--- src/rtl/skew_pkg.sv ---
package skew_pkg;

   // Power-up delay per channel index (0-based); unknown channels start at zero.
   function automatic int unsigned boot_delay(input int unsigned ch);
      case (ch)
         0: return 24;
         1: return 0;
         2: return 16;
         3: return 16;
         4: return 24;
         5: return 8;
         6: return 8;
         7: return 24;
         default: return 0;
      endcase
   endfunction

   // Clamp helper for reset-time constants.
   function automatic int unsigned clamp_to(input int unsigned v, input int unsigned lim);
      return (v > lim) ? lim : v;
   endfunction

endpackage

--- src/rtl/skew_cfg_regs.sv ---
module skew_cfg_regs
   import skew_pkg::*;
#(
   parameter int unsigned N_CH      = 8,
   parameter int unsigned DW        = 8,
   parameter int unsigned AW        = 8,
   parameter int unsigned BASE_ADDR = 27
) (
   input  logic                      clk,
   input  logic                      rst_n,
   input  logic                      wr_en,
   input  logic [AW-1:0]             wr_addr,
   input  logic [DW-1:0]             wr_data,
   input  logic [AW-1:0]             rd_addr,
   output logic [DW-1:0]             rd_data,
   output logic [N_CH-1:0][DW-1:0]   dly_q,
   output logic [DW-1:0]             ofs_q
);

   localparam logic [AW-1:0] A_OFS = AW'(BASE_ADDR + N_CH);

   // One delay register per channel, each with its own decode.
   for (genvar c = 0; c < N_CH; c++) begin : g_dly
      localparam logic [AW-1:0] A_ME  = AW'(BASE_ADDR + c);
      localparam logic [DW-1:0] RST_V = DW'(boot_delay(c));
      always_ff @(posedge clk or negedge rst_n) begin
         if (!rst_n)
            dly_q[c] <= RST_V;
         else if (wr_en && (wr_addr == A_ME))
            dly_q[c] <= wr_data;
      end
   end

   always_ff @(posedge clk or negedge rst_n) begin
      if (!rst_n)
         ofs_q <= '0;
      else if (wr_en && (wr_addr == A_OFS))
         ofs_q <= wr_data;
   end

   always_comb begin
      rd_data = '0;
      for (int i = 0; i < int'(N_CH); i++) begin
         if (rd_addr == AW'(BASE_ADDR + i))
            rd_data = dly_q[i];
      end
      if (rd_addr == A_OFS)
         rd_data = ofs_q;
   end

endmodule

--- src/rtl/skew_lane.sv ---
module skew_lane #(
   parameter int unsigned DW      = 8,
   parameter int unsigned RST_DLY = 0
) (
   input  logic          clk,
   input  logic          rst_n,
   input  logic          din,
   input  logic [DW-1:0] tgt,
   output logic          dout,
   output logic [DW-1:0] act
);

   localparam int unsigned DEPTH = 1 << DW;

   // hist[k] holds the input sampled k+1 edges ago (k = 0 is the newest).
   logic [DEPTH-1:0] hist;
   logic             rise;

   assign rise = din & ~hist[0];

   always_ff @(posedge clk or negedge rst_n) begin
      if (!rst_n) begin
         hist <= '0;
         act  <= DW'(RST_DLY);
      end else begin
         hist <= {hist[DEPTH-2:0], din};
         if (rise)
            act <= tgt;
      end
   end

   assign dout = hist[act];

endmodule

--- src/rtl/pwm_skew_bank.sv ---
module pwm_skew_bank
   import skew_pkg::*;
#(
   parameter int unsigned N_CH      = 8,
   parameter int unsigned DW        = 8,
   parameter int unsigned AW        = 8,
   parameter int unsigned BASE_ADDR = 27
) (
   input  logic            clk,
   input  logic            rst_n,
   input  logic            wr_en,
   input  logic [AW-1:0]   wr_addr,
   input  logic [DW-1:0]   wr_data,
   input  logic [AW-1:0]   rd_addr,
   output logic [DW-1:0]   rd_data,
   input  logic [N_CH-1:0] pwm_in,
   output logic [N_CH-1:0] pwm_out
);

   localparam int unsigned DMAX = (1 << DW) - 1;

   if (DW < 2 || DW > 10) begin : g_bad_dw
      $error("pwm_skew_bank: DW must lie in 2..10");
   end
   if (N_CH < 1 || (BASE_ADDR + N_CH) >= (1 << AW)) begin : g_bad_map
      $error("pwm_skew_bank: register window does not fit the address space");
   end

   logic [N_CH-1:0][DW-1:0] dly_q;
   logic [DW-1:0]           ofs_q;
   logic [N_CH-1:0][DW-1:0] tgt;
   logic [N_CH-1:0][DW-1:0] act_q;

   skew_cfg_regs #(
      .N_CH(N_CH), .DW(DW), .AW(AW), .BASE_ADDR(BASE_ADDR)
   ) u_regs (
      .clk(clk), .rst_n(rst_n),
      .wr_en(wr_en), .wr_addr(wr_addr), .wr_data(wr_data),
      .rd_addr(rd_addr), .rd_data(rd_data),
      .dly_q(dly_q), .ofs_q(ofs_q)
   );

   for (genvar c = 0; c < N_CH; c++) begin : g_ch
      if (c == 0) begin : g_offset
         // First channel: delay plus absolute offset, clamped.
         localparam int unsigned RST0 = clamp_to(boot_delay(0), DMAX);
         logic [DW:0] sum;
         assign sum    = {1'b0, dly_q[0]} + {1'b0, ofs_q};
         assign tgt[0] = sum[DW] ? {DW{1'b1}} : sum[DW-1:0];
         skew_lane #(.DW(DW), .RST_DLY(RST0)) u_lane (
            .clk(clk), .rst_n(rst_n), .din(pwm_in[0]), .tgt(tgt[0]),
            .dout(pwm_out[0]), .act(act_q[0])
         );
      end else begin : g_plain
         localparam int unsigned RSTC = clamp_to(boot_delay(c), DMAX);
         assign tgt[c] = dly_q[c];
         skew_lane #(.DW(DW), .RST_DLY(RSTC)) u_lane (
            .clk(clk), .rst_n(rst_n), .din(pwm_in[c]), .tgt(tgt[c]),
            .dout(pwm_out[c]), .act(act_q[c])
         );
      end
   end

endmodule

--- config.mk ---
export PLATFORM = sky130hd
export DESIGN_NAME = pwm_skew_bank
export DESIGN_NICKNAME = d
export VERILOG_FILES = /design/src/rtl/skew_pkg.sv /design/src/rtl/skew_cfg_regs.sv /design/src/rtl/skew_lane.sv /design/src/rtl/pwm_skew_bank.sv
export SDC_FILE = /design/constraint.sdc
export NUM_CORES = 2
export LEC_CHECK = 0
export BUFFER_PORTS_ARGS = -buffer_cell sky130_fd_sc_hd__buf_4
export CAP_MARGIN = 5
export CORE_AREA = 8 8 418 420
export CTS_BUF_LIST = sky130_fd_sc_hd__clkbuf_8
export DETAILED_ROUTE_END_ITERATION = 12
export DIE_AREA = 0 0 426 428
export SYNTH_ARGS = -nofsm -noshare
export SYNTH_HDL_FRONTEND = slang
export SYNTH_SLANG_ARGS = --single-unit
export TNS_END_PERCENT = 1
--- constraint.sdc ---
create_clock -name clk -period 9.5 [get_ports clk]
set_clock_uncertainty 0.05 [all_clocks]
set_input_delay 1.9 -clock clk [delete_from_list [all_inputs] [get_ports clk]]
set_output_delay 1.9 -clock clk [all_outputs]
set_load 0.02 [all_outputs]
==> reports/metrics.yaml <==
run_status: "completed"
synth-seq-cells: 2184
grt_overflow: 0
seq_area_frac_synth: 0.7272
fin_nets: 4462
port_buffers: 50
crit_path_start_kind: "flip-flop"
p_int_mw: 14.25
cts_sinks: 2184
track_usage: 0.1645
initial_core_util: 0.4471
synthArstFlopShare: 1.000
cts_made_buffers: 363
ys_types: 58
drt-initial-drc-count: 2884
fillers: 13840
setup_viol: 0
hold_viol: 0
synth_edf_count: 0
seq_power_share: 0.521
max-vdd-ir-drop_mv: 0.1672
r2r_slack_ns: 7.08
r2r-start: "u_regs.dly_q[0]$_DFFE_PN0P_"
avgSynthCellArea_um2: 17.97
synthTopCellsByCount: "2,164 x dfrtp_1, 488 x mux2i_1, 243 x mux4_2"
muxShareOfSynthArea: 0.1837
ctsResizeCount: 0
die_area_mm2: 0.1823
power_frac_clock: 0.437
reg2reg_to: "g_ch[0].g_offset.u_lane.act[0]$_DFFE_PN0P_"
synth_flop_cell: "dfrtp_1"
power_mw: 18.50
postCtsSetupBuffers: 0
multiInputGateArea_mm2: 0.01898
die_h_um: 428
num_vias: 37220
routed_wl_um: 148100
first_pass_iters: 7
power_leakage_nw: 39.16
synth.top_cells.by_area: "dfrtp_1 72%, mux4_2 7.3%, mux2i_1 6.5%, mux2_2 2.6%, mux4_1 2.0%"
grt_pass1_wl_um: 240800
period_share: 0.7018
grt_pass1_vias: 41310
syn_inst: 4185
post-synth-top-count-cell: "dfrtp_1"
cts_tree: "built"
synth_top_family_by_area: "multiplexers"
drive_gt1_frac: 0.2274
worst_pin_slew_ns: 1.057
cts_buffer_depth: 4
maxSlewViolCount: 0
place_inst: 6271
areaGrowthSynthToFinish_pct: 12.51
min_from: "g_ch[2].g_plain.u_lane.hist[45]$_DFF_PN0_"
critPathMaxFanout: 39
min_period_ns: 6.667
p_sw_frac: 0.2297
arrival_ns: 4.72
hpwl_um: 86490
synth_compound_area_frac: 0.03922
critPathRequiredTime_ns: 7.55
slew_headroom: 0.2956
rsz0062_at_grt: "no"
cts-root-buf: "clkbuf_8"
wl_per_cell_um: 21.44
maxCapViolCount: 0
hold_class: "reg2reg"
comb_power_share: 0.042
gp_congestion: 0.8129
hold_path_end: "g_ch[2].g_plain.u_lane.hist[46]$_DFF_PN0_"
core_mm2: 0.1681
grt_max_degree: 191
cts.clk_slew.worst_paths_ns: 0.06
synth_nets: 4229
synth-simple-area-share: 0.02728
min_delay_path_depth: 0
power.net_switching_mw: 4.250
drc: 0
antenna_left: 0
synth_area_mm2: 0.07519
die_width_um: 426
synth_fa_ha_area_frac: 0.001598
row_count: 151
regArea_mm2: 0.05474
cts_hold_buffers: 0
fin_cells: 6909
antenna_found_initial: 10
power.density_mw_per_mm2: 218.7
critPathKind: "reg2out"
vias_per_cell: 5.387
rr_worst_depth: 8
htree_levels: 5
ioPinCount: 51
synth_area_leader_cell: "dfrtp_1"
synth_top_area_frac: 0.7202
synth_xor_area_frac: 0.0006989
timing.fmax_ghz: 0.1500
insertion_delay_ns: 1.00
endpoint_kind: "primary output"
fin_setup_tns_ns: 0
yosys_warnings: 0
-- how the worst max path moves through the flow --
stage          depth (start not counted)                                 startpoint  slack (ns)    endpoint
2_1_floorplan                          6                                 rd_addr[1]        3.86  rd_data[2]
3_5_place_dp                           7                                 rd_addr[0]        3.11  rd_data[2]
6_report                               9  g_ch[3].g_plain.u_lane.act[1]$_DFFE_PN0P_        2.83  pwm_out[3]
3_3_place_gp                           7                                 rd_addr[0]        3.21  rd_data[2]
4_1_cts                                9  g_ch[7].g_plain.u_lane.act[0]$_DFFE_PN0P_        2.66  pwm_out[7]
5_1_grt                                9  g_ch[3].g_plain.u_lane.act[1]$_DFFE_PN0P_        2.45  pwm_out[3]
-- logic make-up after synthesis --
| group | Yosys count |
|---|---|
| AO/OA/AOI/OAI | 433 |
| XOR/XNOR | 6 |
| adder cells (fa/ha/maj) | 9 |
| buffers and inverters | 234 |
| flip-flops | 2184 |
| multiplexers | 963 |
| AND/OR/NAND/NOR | 356 |
-- layer usage --
metal,vias up,GRT usage,part of all wire
met5,-,0,0
met3,298,0.03402,0.042
met2,746,0.2393,0.46
li1,16080,-,-
met1,20100,0.2462,0.47
met4,0,0.06112,0.028
-- worst max-delay path, cell delays in order, from the launching register on --
cell and delay [ns]:
dfrtp_4 0.75, buf_4 0.63, nand3_1 0.62, o22ai_1 0.34
or4b_2 0.19, a211oi_1 0.04, or4_1 0.50, a211oi_1 0.27
a211o_1 0.20, buf_4 0.16
-- layout make-up --
cell class,count,area share
diodes,8,0.0002367
clock buffers,462,0.07517
clock inverters,168,0.01012
inverters,13,0.0005768
multi-input cells,1767,0.2244
flip-flops and latches,2184,0.6471
well taps,2218,0.03281
repair buffers,89,0.009614
-- per-stage QoR --
| step | utilization | hold slack, ns | cell area (µm²) | setup WS (ns) |
|---|---|---|---|---|
| after floorplan | - | 0.2959 | 75190 | 3.862 |
| after global placement | 0.4601 | 0.2967 | 77360 | 3.206 |
| after detailed placement | 0.4601 | 0.3013 | 77360 | 3.110 |
| after CTS | 0.5030 | 0.2637 | 84570 | 2.661 |
| after global routing | 0.5031 | 0.2749 | 84590 | 2.454 |
| final | 0.5031 | 0.2665 | 84590 | 2.833 |
-- power groups by stage --
stage | registers (mW) | logic (mW) | clock network (mW)
final | 9.64 | 0.771 | 8.09
after global routing | 9.66 | 0.853 | 8.82
after CTS | 9.65 | 0.797 | 8.38
after detailed placement | 9.81 | 0.794 | 0
after global placement | 9.81 | 0.787 | 0
after floorplan | 9.64 | 0.581 | 0
-- registers in the layout (all words and copies together), names as in the netlist --
register	flops
u_regs.ofs_q	8
u_regs.dly_q	64
g_ch.g_offset.u_lane.act	8
g_ch.g_plain.u_lane.act	56
g_ch.g_plain.u_lane.hist	1792
g_ch.g_offset.u_lane.hist	256
-- cells in the final DEF (no fill, tap or decap), drive strengths merged, types with 16 or more instances in the layout --
cell	n
nand2	51
o22a	16
nor3	36
mux2	176
clkinv	22
or4	26
a21oi	38
inv	148
nor2b	20
o22ai	226
nor2	62
a22o	19
a22oi	60
mux2i	488
clkbuf	462
buf	89
a211oi	16
nor3b	16
dfrtp	2164
nand3	28
nand3b	25
nor4	42
mux4	299
dfstp	20
or3b	16
Note: power is estimated with default switching activity, not from simulation.
